**config.mk**
```make
export PLATFORM = sky130hd
export DESIGN_NAME = lxing_ctrl
export DESIGN_NICKNAME = d
export VERILOG_FILES = /design/src/rtl/lx_pkg.sv /design/src/rtl/lx_tick_timer.sv /design/src/rtl/lx_sequencer.sv /design/src/rtl/lx_gate_fsm.sv /design/src/rtl/lx_train_fsm.sv /design/src/rtl/lxing_ctrl.sv
export SDC_FILE = /design/constraint.sdc
export NUM_CORES = 1
export LEC_CHECK = 0
export BUFFER_PORTS_ARGS = -buffer_cell sky130_fd_sc_hd__buf_2
export CAP_MARGIN = 20
export CORE_ASPECT_RATIO = 1.75
export CORE_UTILIZATION = 25
export DETAILED_ROUTE_END_ITERATION = 7
export REMOVE_ABC_BUFFERS = 1
export SYNTH_ARGS = -nofsm -noshare
export SYNTH_HDL_FRONTEND = slang
export SYNTH_SLANG_ARGS = --single-unit
```
**constraint.sdc**
```tcl
create_clock -name clk -period 2.7 [get_ports clk]
set_input_delay 0.135 -clock clk [delete_from_list [all_inputs] [get_ports clk]]
set_output_delay 0.135 -clock clk [all_outputs]
set_load 0.01 [all_outputs]
```
**src/rtl/lx_pkg.sv**
```systemverilog
package lx_pkg;

    localparam int LX_CNT_W       = 4;
    localparam int LX_TRAIN_LIMIT = 5;
    localparam int LX_GATE_MIN    = 2;
    localparam int LX_GATE_MAX    = 4;
    localparam int LX_SEQ_MAX     = 3;

    typedef enum logic [2:0] {
        SQ_IDLE,
        SQ_CLOSE,
        SQ_WAIT_ACK,
        SQ_PROCEED,
        SQ_WAIT_CLEAR,
        SQ_OPEN,
        SQ_LOCKED
    } seq_state_e;

    typedef enum logic [1:0] {
        GT_OPEN,
        GT_CLOSING,
        GT_CLOSED,
        GT_REPAIR
    } gate_state_e;

    typedef enum logic [1:0] {
        TR_IDLE,
        TR_NEAR,
        TR_GO,
        TR_BRAKE
    } train_state_e;

endpackage

```
**src/rtl/lx_tick_timer.sv**
```systemverilog
module lx_tick_timer #(
    parameter int W = 4
) (
    input  logic         clk,
    input  logic         rst,
    input  logic         clr,
    input  logic         tick,
    output logic [W-1:0] cnt
);
    localparam logic [W-1:0] TOP = '1;

    always_ff @(posedge clk) begin
        if (rst || clr) begin
            cnt <= '0;
        end else if (tick && (cnt != TOP)) begin
            cnt <= cnt + 1'b1;
        end
    end
endmodule

```
**src/rtl/lx_sequencer.sv**
```systemverilog
module lx_sequencer
    import lx_pkg::*;
#(
    parameter int CNT_W    = LX_CNT_W,
    parameter int GATE_MIN = LX_GATE_MIN,
    parameter int SEQ_MAX  = LX_SEQ_MAX
) (
    input  logic             clk,
    input  logic             rst,
    input  logic             train_near,
    input  logic             train_gone,
    input  logic             gate_done,
    input  logic [CNT_W-1:0] g_count,
    output logic             accept_o,
    output logic             close_o,
    output logic             proceed_o,
    output logic             open_o
);
    localparam logic [CNT_W-1:0] LO = CNT_W'(GATE_MIN);
    localparam logic [CNT_W-1:0] HI = CNT_W'(SEQ_MAX);

    seq_state_e state_q, state_d;

    // state register
    always_ff @(posedge clk) begin
        if (rst) state_q <= SQ_IDLE;
        else     state_q <= state_d;
    end

    // next state
    always_comb begin
        state_d = state_q;
        unique case (state_q)
            SQ_IDLE:       if (train_near) state_d = SQ_CLOSE;
            SQ_CLOSE:      state_d = SQ_WAIT_ACK;
            SQ_WAIT_ACK: begin
                if (gate_done && (g_count >= LO) && (g_count <= HI))
                    state_d = SQ_PROCEED;
                else if (g_count > HI)
                    state_d = SQ_LOCKED;
            end
            SQ_PROCEED:    state_d = SQ_WAIT_CLEAR;
            SQ_WAIT_CLEAR: if (train_gone) state_d = SQ_OPEN;
            SQ_OPEN:       state_d = SQ_IDLE;
            SQ_LOCKED:     state_d = SQ_LOCKED;
            default:       state_d = SQ_LOCKED;
        endcase
    end

    // outputs
    always_comb begin
        accept_o  = (state_q == SQ_IDLE) && train_near;
        close_o   = (state_q == SQ_CLOSE);
        proceed_o = (state_q == SQ_PROCEED);
        open_o    = (state_q == SQ_OPEN);
    end
endmodule

```
**src/rtl/lx_gate_fsm.sv**
```systemverilog
module lx_gate_fsm
    import lx_pkg::*;
#(
    parameter int CNT_W    = LX_CNT_W,
    parameter int GATE_MIN = LX_GATE_MIN,
    parameter int GATE_MAX = LX_GATE_MAX
) (
    input  logic             clk,
    input  logic             rst,
    input  logic             close_i,
    input  logic             open_i,
    input  logic             gate_done,
    input  logic [CNT_W-1:0] g_count,
    output logic             repair_o
);
    localparam logic [CNT_W-1:0] LO = CNT_W'(GATE_MIN);
    localparam logic [CNT_W-1:0] HI = CNT_W'(GATE_MAX);

    gate_state_e state_q, state_d;

    // state register
    always_ff @(posedge clk) begin
        if (rst) state_q <= GT_OPEN;
        else     state_q <= state_d;
    end

    // next state
    always_comb begin
        state_d = state_q;
        unique case (state_q)
            GT_OPEN:    if (close_i) state_d = GT_CLOSING;
            GT_CLOSING: begin
                if (gate_done && (g_count >= LO) && (g_count <= HI))
                    state_d = GT_CLOSED;
                else if (g_count > HI)
                    state_d = GT_REPAIR;
            end
            GT_CLOSED:  if (open_i) state_d = GT_OPEN;
            GT_REPAIR:  state_d = GT_REPAIR;
            default:    state_d = GT_REPAIR;
        endcase
    end

    // outputs
    always_comb begin
        repair_o = (state_q == GT_REPAIR);
    end
endmodule

```
**src/rtl/lx_train_fsm.sv**
```systemverilog
module lx_train_fsm
    import lx_pkg::*;
#(
    parameter int CNT_W       = LX_CNT_W,
    parameter int TRAIN_LIMIT = LX_TRAIN_LIMIT
) (
    input  logic             clk,
    input  logic             rst,
    input  logic             accept_i,
    input  logic             proceed_i,
    input  logic             train_gone,
    input  logic [CNT_W-1:0] t_count,
    output logic             brake_o
);
    localparam logic [CNT_W-1:0] LIM = CNT_W'(TRAIN_LIMIT);

    train_state_e state_q, state_d;

    // state register
    always_ff @(posedge clk) begin
        if (rst) state_q <= TR_IDLE;
        else     state_q <= state_d;
    end

    // next state
    always_comb begin
        state_d = state_q;
        unique case (state_q)
            TR_IDLE:  if (accept_i) state_d = TR_NEAR;
            TR_NEAR: begin
                if (proceed_i && (t_count < LIM))
                    state_d = TR_GO;
                else if (t_count >= LIM)
                    state_d = TR_BRAKE;
            end
            TR_GO:    if (train_gone) state_d = TR_IDLE;
            TR_BRAKE: state_d = TR_BRAKE;
            default:  state_d = TR_BRAKE;
        endcase
    end

    // outputs
    always_comb begin
        brake_o = (state_q == TR_BRAKE);
    end
endmodule

```
**src/rtl/lxing_ctrl.sv**
```systemverilog
module lxing_ctrl
    import lx_pkg::*;
#(
    parameter int CNT_W       = LX_CNT_W,
    parameter int TRAIN_LIMIT = LX_TRAIN_LIMIT,
    parameter int GATE_MIN    = LX_GATE_MIN,
    parameter int GATE_MAX    = LX_GATE_MAX,
    parameter int SEQ_MAX     = LX_SEQ_MAX
) (
    input  logic clk,
    input  logic rst,
    input  logic tick,
    input  logic train_near,
    input  logic train_gone,
    input  logic gate_done,
    output logic proceed_o,
    output logic close_o,
    output logic open_o,
    output logic brake_o,
    output logic repair_o
);
    localparam int N_CLK = 2;   // index 0: train clock, 1: gate clock

    logic             t_clear, g_clear, accept;
    logic [CNT_W-1:0] t_count, g_count;
    logic [N_CLK-1:0] clr_vec;
    logic [CNT_W-1:0] cnt_arr [N_CLK];

    assign t_clear = accept;
    assign g_clear = close_o;
    assign clr_vec = {g_clear, t_clear};

    for (genvar i = 0; i < N_CLK; i++) begin : g_timer
        lx_tick_timer #(.W(CNT_W)) u_tmr (
            .clk  (clk),
            .rst  (rst),
            .clr  (clr_vec[i]),
            .tick (tick),
            .cnt  (cnt_arr[i])
        );
    end

    assign t_count = cnt_arr[0];
    assign g_count = cnt_arr[1];

    lx_sequencer #(
        .CNT_W(CNT_W), .GATE_MIN(GATE_MIN), .SEQ_MAX(SEQ_MAX)
    ) u_seq (
        .clk        (clk),
        .rst        (rst),
        .train_near (train_near),
        .train_gone (train_gone),
        .gate_done  (gate_done),
        .g_count    (g_count),
        .accept_o   (accept),
        .close_o    (close_o),
        .proceed_o  (proceed_o),
        .open_o     (open_o)
    );

    lx_gate_fsm #(
        .CNT_W(CNT_W), .GATE_MIN(GATE_MIN), .GATE_MAX(GATE_MAX)
    ) u_gate (
        .clk       (clk),
        .rst       (rst),
        .close_i   (close_o),
        .open_i    (open_o),
        .gate_done (gate_done),
        .g_count   (g_count),
        .repair_o  (repair_o)
    );

    lx_train_fsm #(
        .CNT_W(CNT_W), .TRAIN_LIMIT(TRAIN_LIMIT)
    ) u_train (
        .clk        (clk),
        .rst        (rst),
        .accept_i   (accept),
        .proceed_i  (proceed_o),
        .train_gone (train_gone),
        .t_count    (t_count),
        .brake_o    (brake_o)
    );
endmodule

```
* Word level (Yosys, flattened, before mapping) *
Index checks and enable logic that the tools add are counted.

cells by class
  $add $sub $neg = 2
  equal/unequal tests = 22
  multiplexer cells = 15
  reductions and logical operators = 15
  $lt $le $gt $ge = 7

operators by type and width
  operator               number
  $pmux W3 S6            1
  $mux W2                8
  $pmux W2 S4            2
  $mux W3                4
  $ne A2 B2 Y1 const B   6
  $ne A3 B1 Y1 const B   3
  $reduce_and A3 Y1      3
  $add A4 B1 Y4 const B  2
  $eq A2 B2 Y1 const B   4
  $ne A4 B4 Y1 const B   2
  $logic_and A1 B1 Y1    7
  $eq A3 B2 Y1 const B   2
  $eq A3 B3 Y1 const B   2
  $eq A2 B1 Y1 const B   2
  $ge A4 B2 Y1 const B   1
  $ge A4 B3 Y1 const B   1
  $gt A4 B2 Y1 const B   1
  $gt A4 B3 Y1 const B   1
  $le A4 B2 Y1 const B   1
  $le A4 B3 Y1 const B   1
  $logic_not A2 Y1       2
  $lt A4 B3 Y1 const B   1
  $eq A3 B1 Y1 const B   1
  $logic_not A3 Y1       1
  $logic_or A1 B1 Y1     2

storage, ports and cells
  bits in registers = 15
  output and inout bits = 5
  input port bits = 6

* Logic depth before layout (Yosys ltp) *
Gate-level depths: netlist (run 1).

  depth in word-level cells = 5
  depth in mapped cells = 5
  mapped depth without buffers = 5

* By module *
From an unflattened synthesis (run 1), not the netlist that was laid out.

unflattened totals
  cell total of the unflattened synthesis = 88
  area, all modules = 812.0 um2

modules (own cells, without submodules)
  module         times used  area each (um2)  cells each
  lx_tick_timer  2           210.2            21
  lx_sequencer   1           178.9            20
  lx_gate_fsm    1           116.4            14
  lx_train_fsm   1           96.3             12

* Worst setup path after synthesis (run 1) *
No wires, ideal clock.

  kind = reg-to-reg
  from = register u_seq.state_q[2]
  to = register u_train.state_q[0]
  arrival = 1.075 ns
  period minus slack after synthesis = 1.192 ns
  path buffers = 1
  setup time = 0.117 ns
  slack = 1.508 ns
  cell stages (with the launch flop) = 5
  path through = dfxtp_1 > clkbuf_2 > and3b_1 > nand3_1 > a32o_1

on the way
  cells in the longest elaborated chain, start to end = 4
  elaborated cells on any way between the ends = 9

RTL lines
  item                                                     RTL line            RTL
  start, declared                                          lx_sequencer.sv:22  seq_state_e state_q, state_d;
  start signal, assigned                                   lx_sequencer.sv:27  else state_q <= state_d;
  $eq A3 B2 Y1 (*)                                         lx_sequencer.sv:54  proceed_o = (state_q == SQ_PROCEED);
  via proceed_o                                            lxing_ctrl.sv:16    output logic proceed_o,
  $logic_and A1 B1 Y1 (*)                                  lx_train_fsm.sv:31  if (proceed_i && (t_count < LIM))
  $mux W2 / $ne A3 B1 Y1 (equally long branches)           --
  $pmux W2 S4 / $reduce_and A3 Y1 (equally long branches)  --
  end signal, assigned                                     lx_train_fsm.sv:22  else state_q <= state_d;
  end, declared                                            lx_train_fsm.sv:17  train_state_e state_q, state_d;

Mark *: on every way through the listed nets, which the timed path passes. The rest lies on a longest branch.
A chain may end at the register's enable or synchronous reset.

* Worst setup path in the final report (run 1) *
  from = register g_timer[1].u_tmr.cnt[2]
  to = register u_gate.state_q[0]

on the way
  cells in the longest elaborated chain, start to end = 5
  elaborated cells on any way between the ends = 9

RTL lines
  item                                                     RTL line             RTL
  start, declared                                          lx_tick_timer.sv:8   output logic [W-1:0] cnt
  start signal, assigned                                   lx_tick_timer.sv:16  cnt <= cnt + 1'b1;
  $ge A4 B2 Y1                                             lx_gate_fsm.sv:33    if (gate_done && (g_count >= LO) && (g_count <= HI))
  $logic_and A1 B1 Y1 (2 in a row)                         lx_gate_fsm.sv:33
  $mux W2 / $ne A3 B1 Y1 (equally long branches)           --
  $pmux W2 S4 / $reduce_and A3 Y1 (equally long branches)  --
  end signal, assigned                                     lx_gate_fsm.sv:24    else state_q <= state_d;
  end, declared                                            lx_gate_fsm.sv:19    gate_state_e state_q, state_d;

Parallel ways exist; a longest one is shown, timed or not.

==> run summary, run 1 <==
DR top layer: met4
Synth area leader: dfxtp_1
most frequent cell after synthesis: dfxtp_1
row cnt: 27
crit path max fanout: 10
final-report hold violation count: 0
Post-synth EDFFs: 0
Area Overhead vs Synth: 14.1%
final setup vio count: 0
Clock Sink Count: 15
DRT met1 WL: 794 um
gr ovfl total: 0
Post-Syn Area per Cell: 8.46 um^2
Vias/cell: 4.82
Yosys top cell area share: 0.351
core area: 3210 um^2
startpoint class of the critical path: flop
metal2 WL: 831 um
flop2flop setup slack: 1.34 ns
full die area: 3670 um^2
max_cap viols: 0
Post-CTS Setup Repair Bufs: 0
final WL: 1700 um
Clock transition at path regs: 0.06 ns
post-synthesis async set-or-reset flop share: 0
RePlAce Congestion: 0.790
DRC: 0
multi-input logic area: 484 um^2
Antenna diodes: 0
I/O pins: 11
Inserted Clock Buffers: 3
number of global-route vias before repair: 675
initial antenna violation count: 0
Tightest Pin Transition: 0.393 ns
FF-to-FF path depth: 3
clk_lat worst skew: 0.24 ns
leakage: 0.000380 uW
Synth cell types: 33
PortBufs: 10
Top FF cell, synth: dfxtp_1
Final nets: 122
YS warnings: 0
Worst Clk Skew: 0.00195 ns
critical path arrival: 1.48 ns
CTS root buf: clkbuf_8
Slew Limit Fails: 0
CP Capture Type: flop
clock buffer depth: 2
post-synthesis sequential area ratio: 0.351
r2r endpoint: u_gate.state_q[0]
Synth Instances: 101
die width: 46.2 um
DR vias: 737
initial core utilization: 0.266
min-delay worst type: in2reg
synthesized flop and latch total: 15
pwr dens: 548 nW/um^2
H-tree depth: 1
Worst VDD drop: 189 uV
setup slack at placement: 1.38 ns
Die Span Y: 79.3 um
Max transition margin: 0.734
drt first pass iters: 3
CTS Hold Bufs: 0
PostCTS Resize Cnt: 0
first-pass GRT wire length: 2810 um
DRT iter0 DRCs: 12
R2R Path Start: g_timer[1].u_tmr.cnt[2]
top cells by count, synth: dfxtp_1, inv_1, a21oi_1
TritonCTS clock tree: yes
Worst EP required: 2.82 ns
unrepaired setup endpoints after global routing: false
Routed wire per std cell: 11.1 um
Antenna Nets Post-Route: 0
Post-DP HPWL: 1230 um
crit share post-route: 0.504
WHS Endpoint: u_seq.state_q[2]
post-route setup slack: 1.34 ns
layout cells sized above 1: 0.182
status: complete, no violations
register area: 300 um^2
global-route usage over all layers: 0.102
synth top area cells: dfxtp_1, ha_1, a21oi_1
post-synth design cell area: 855 um^2
met3 routed WL: 43 um
largest net degree at the start of global routing: 12
fillcell total: 358
Final min period: 1.36 ns
CP Class: reg2reg
FMAX: 735 MHz
Hold Crit Start: rst
Setup TNS Final: 0 ns
hold depth: 2
## worst max-delay path by stage
stage	depth (start not counted)	slack [ns]	start	end
after global placement	3	1.43	g_timer[1].u_tmr.cnt[2]	u_gate.state_q[0]
after CTS	3	1.37	g_timer[1].u_tmr.cnt[2]	u_gate.state_q[0]
after floorplan	3	1.51	g_timer[1].u_tmr.cnt[2]	u_gate.state_q[0]
after global routing	3	1.19	g_timer[1].u_tmr.cnt[2]	u_gate.state_q[0]
after detailed placement	3	1.38	g_timer[1].u_tmr.cnt[2]	u_gate.state_q[0]
final	3	1.34	g_timer[1].u_tmr.cnt[2]	u_gate.state_q[0]
## registers in the layout, indices dropped and copies added (netlist names)
name / flops
u_seq.state_q: 3
u_gate.state_q: 2
g_timer.u_tmr.cnt: 8
u_train.state_q: 2
## layout make-up
| cell class | count | area share |
|---|---|---|
| Tap cell | 43 | 0.0552 |
| Inverter | 11 | 0.0424 |
| Sequential cell | 15 | 0.308 |
| Multi-Input combinational cell | 70 | 0.497 |
| Timing Repair Buffer | 10 | 0.0513 |
| Clock buffer | 4 | 0.0462 |
## power breakdown
part           total (uW)  internal [uW]  switching [uW]
combinational        84.0           42.1            42.0
sequential            268            240            28.0
clock                 182            104            77.8
## critical path: stages (launching register included)
cell	delay [ns]
dfxtp_1	0.51
o21ai_0	0.17
a2111oi_0	0.42
a211oi_1	0.13
## per-layer routing
metal,track usage,up-vias
li1,-,382
met1,0.113,343
met2,0.175,10
met3,0.0273,2
met4,0.0441,0
met5,0,-
## stage by stage
stage	power (uW)	hold slack [ns]	instance area, um^2	utilization	std cells
finish	534	0.177	975	0.304	153
global route	566	0.180	975	0.304	153
CTS	539	0.173	975	0.304	153
detailed placement	357	0.431	930	0.290	149
global placement	353	0.433	930	0.290	149
floorplan	329	0.204	826	-	96
## cells in the final DEF, fill, tap and decap left out
cell / instances
nor3_1: 5
dfxtp_1: 15
buf_2: 10
a2111oi_0: 1
nand4_1: 2
a2111oi_2: 1
nor4b_1: 1
nor4b_4: 1
and3_1: 1
a221oi_1: 1
nand2_1: 2
xnor2_1: 1
and4b_2: 1
or2_2: 2
nor2b_1: 3
o31ai_1: 1
inv_1: 11
ha_1: 5
clkbuf_8: 3
a32o_1: 1
and2_1: 1
nand2b_1: 3
a21oi_1: 10
nor3b_2: 1
o21ai_0: 7
nand3_1: 7
and3_2: 1
a211oi_1: 5
nor2_1: 4
and4b_1: 1
clkbuf_1: 1
and3b_1: 1
## logic make-up (layout without fill, tap and decap cells)
family | count (synthesis) | after routing | synth area share
AO/OA/AOI/OAI | 27 | 27 | 0.202
buffers and inverters | 16 | 25 | 0.0820
flip-flops | 15 | 15 | 0.351
AND/OR/NAND/NOR | 37 | 37 | 0.281
XOR/XNOR | 1 | 1 | 0.0103
adder cells (fa/ha/maj) | 5 | 5 | 0.0732
Power figures use the tool's default switching activity.
==> run 2: changes to the inputs <==
Settings changed: ABC_AREA from default to 1.
Clock period 2.7 ns to 1.36 ns, I/O delays scaled along.
==> run summary, run 2 <==
first-pass GRT wire length: 3170 um (+13%)
Yosys top cell area share: 0.328 (-0.0231)
most frequent cell after synthesis: nand2_1
FF-to-FF path depth: 7 (+4)
Post-CTS Setup Repair Bufs: 0 (unchanged)
fillcell total: 425 (+19%)
H-tree depth: 1 (unchanged)
unrepaired setup endpoints after global routing: false
Top FF cell, synth: dfxtp_1
register area: 303 um^2 (+0.83%)
final WL: 1830 um (+8.1%)
xor/xnor share of the synthesized area: 0.0192 (+0.00890)
crit path launch: g_timer[1].u_tmr.cnt[0]
CTS Hold Bufs: 0 (unchanged)
most frequent cells in the layout: nand2_1, nor2_1, inv_1
startpoint class of the critical path: flop
final setup vio count: 0 (unchanged)
post-synthesis async set-or-reset flop share: 0 (unchanged)
Final min period: 1.22 ns (-0.140 ns)
PortBufs: 10 (unchanged)
Setup TNS Final: 0 ns (unchanged)
r2r endpoint: g_timer[1].u_tmr.cnt[3]
number of global-route vias before repair: 836 (+24%)
Worst Clk Skew: 0.000898 ns (-0.00105 ns)
multi-input logic area: 534 um^2 (+10%)
crit path max fanout: 4 (-6)
crit path to: g_timer[1].u_tmr.cnt[3]
initial antenna violation count: 0 (unchanged)
Worst EP required: 1.50 ns (-1.32 ns)
TritonCTS clock tree: yes
largest net degree at the start of global routing: 9 (-3)
Final nets: 164 (+34%)
post-synthesis sequential area ratio: 0.328 (-0.0231)
layout cells sized above 1: 0.224 (+0.0419)
post-synthesis mux area share: 0 (unchanged)
dpl cells: 193 (+30%)
Post-DP HPWL: 1460 um (+18%)
RePlAce Congestion: 0.767 (-2.9%)
max FFs per register: 8 (unchanged)
clock buffer depth: 2 (unchanged)
DR vias: 881 (+20%)
row cnt: 28 (+3.7%)
Routed wire per std cell: 9.30 um (-16%)
Worst VDD drop: 643 uV (+240%)
Max transition margin: 0.828 (+0.0939)
Tightest Pin Transition: 0.257 ns (-0.136 ns)
initial core utilization: 0.266 (about the same)
final-report hold violation count: 0 (unchanged)
CP Class: reg2reg
min-delay worst type: in2reg
hold depth: 2 (unchanged)
Vias/cell: 4.47 (-7.2%)
Synth area leader: dfxtp_1
Clock transition at path regs: 0.06 ns (about the same)
CTS root buf: clkbuf_8
DRC: 0 (unchanged)
full die area: 3910 um^2 (+6.8%)
largest reg by FF count: g_timer.u_tmr.cnt
Antenna Nets Post-Route: 0 (unchanged)
synth top area cells: dfxtp_1, nand2_1, nor2_1
top cells by count, synth: nand2_1, nor2_1, inv_1
adder-cell share of the synthesized area: 0.0684 (-0.00481)
CP Capture Type: flop
drt first pass iters: 4 (+1)
largest family of logic cells by synthesized area: simple AND/OR/NAND/NOR gates
core area: 3430 um^2 (+7.0%)
R2R Path Start: g_timer[1].u_tmr.cnt[0]
Post-Syn Area per Cell: 6.68 um^2 (-21%)
YS warnings: 0 (unchanged)
Slew Limit Fails: 0 (unchanged)
DRT iter0 DRCs: 22 (+10)
pwr dens: 1660 nW/um^2 (+200%)
status: complete, no violations
PostCTS Resize Cnt: 0 (unchanged)
Clock Sink Count: 15 (unchanged)
synthesized flop and latch total: 15 (unchanged)
gr ovfl total: 0 (unchanged)
critical path arrival: 1.36 ns (-0.12 ns)
FMAX: 820 MHz (+11%)
Area Overhead vs Synth: 18.3%
global-route usage over all layers: 0.112 (+0.00958)
Die Span Y: 82.0 um (+3.4%)
post-synth design cell area: 915 um^2 (+7.0%)
Inserted Clock Buffers: 3 (unchanged)
Synth cell types: 20 (-39%)
Final Util: 0.315 (+0.0115)
Post-synth EDFFs: 0 (unchanged)
I/O pins: 11 (unchanged)
clk_lat worst skew: 0.25 ns (about the same)
leakage: 0.000524 uW (+38%)
Synth Instances: 137 (+36%)
largest registers: g_timer.u_tmr.cnt: 8 flops, u_seq.state_q: 3 flops
crit share post-route: 0.897 (+0.393)
Post-Layout Cell Count: 197 (+29%)
flop2flop setup slack: 0.14 ns (-1.20 ns)
Post-Synth Simple-Gate Area: 0.397 (+0.116)
Antenna diodes: 0 (unchanged)
commonest non-fill, non-tap cell in the layout: nand2_1
Synth Area in Compound Gates: 0.0930 (-0.109)
max_cap viols: 0 (unchanged)
die width: 47.7 um (+3.3%)
## run 2: cell types whose count changed after synthesis, sizes merged, moves of 3 or more
cell	delta
nand3	+8
clkbuf	-3
nand2b	-3
nand2	+29
o21ai	-4
nor2	+20
inv	+12
a211oi	-3
nor2b	-3
## run 2: worst max-delay path, cell delays in order, from the launching register on
cell and delay, ns:
dfxtp_1 0.36, ha_1 0.21, nand3_1 0.10, nand2_2 0.12
inv_2 0.06, nand2_1 0.07, xor2_1 0.14, nor2_1 0.05
## run 2: metrics by stage
stage | hold WS, ns | cell area, um^2 | worst slack, ns | power (uW)
floorplan | 0.137 | 915 | 0.196 | 1260
global placement | 0.294 | 1030 | 0.120 | 1440
detailed placement | 0.293 | 1030 | 0.104 | 1430
CTS | 0.0284 | 1070 | 0.0933 | 1810
global route | 0.0398 | 1080 | 0.0281 | 1970
finish | 0.0287 | 1080 | 0.140 | 1790
## run 2: kinds of logic (layout without fill, tap and decap cells)
kind of cell,Yosys count,in the layout
adder cells (fa/ha/maj),5,5
buffers and inverters,23,38
AND/OR/NAND/NOR,77,77
AO/OA/AOI/OAI,15,15
XOR/XNOR,2,2
flip-flops,15,15
## run 2: worst min-delay path by stage
stage | slack [ns] | endpoint | start
floorplan | 0.14 | u_seq.state_q[1] | rst
global placement | 0.29 | u_seq.state_q[1] | rst
detailed placement | 0.29 | u_seq.state_q[1] | rst
CTS | 0.03 | u_seq.state_q[1] | rst
global route | 0.04 | u_seq.state_q[1] | rst
finish | 0.03 | u_seq.state_q[1] | rst
## run 2: cell type report
cell class	count	share of cell area
well taps	45	0.0520
clock buffers	4	0.0416
flip-flops and latches	15	0.280
multi-input cells	99	0.494
inverters	23	0.0798
repair buffers	11	0.0532
## run 2: per-layer routing
metal  share of wire  up-vias  routed length [um]  track usage
met3           0.028        5                  51       0.0154
met4           0.029        0                  54       0.0861
li1                -      469                   -            -
met2            0.52       13                 944        0.192
met1            0.43      394                 784        0.113
met5               0        -                   0            0
## run 2: where the power goes
part           internal (uW)  leakage (uW)  total (uW)  switching (uW)
Combinational            289      0.000377         746             457
Sequential               548      0.000124         683             135
Clock                    208     0.0000228         366             158
Total                   1040      0.000524        1790             751
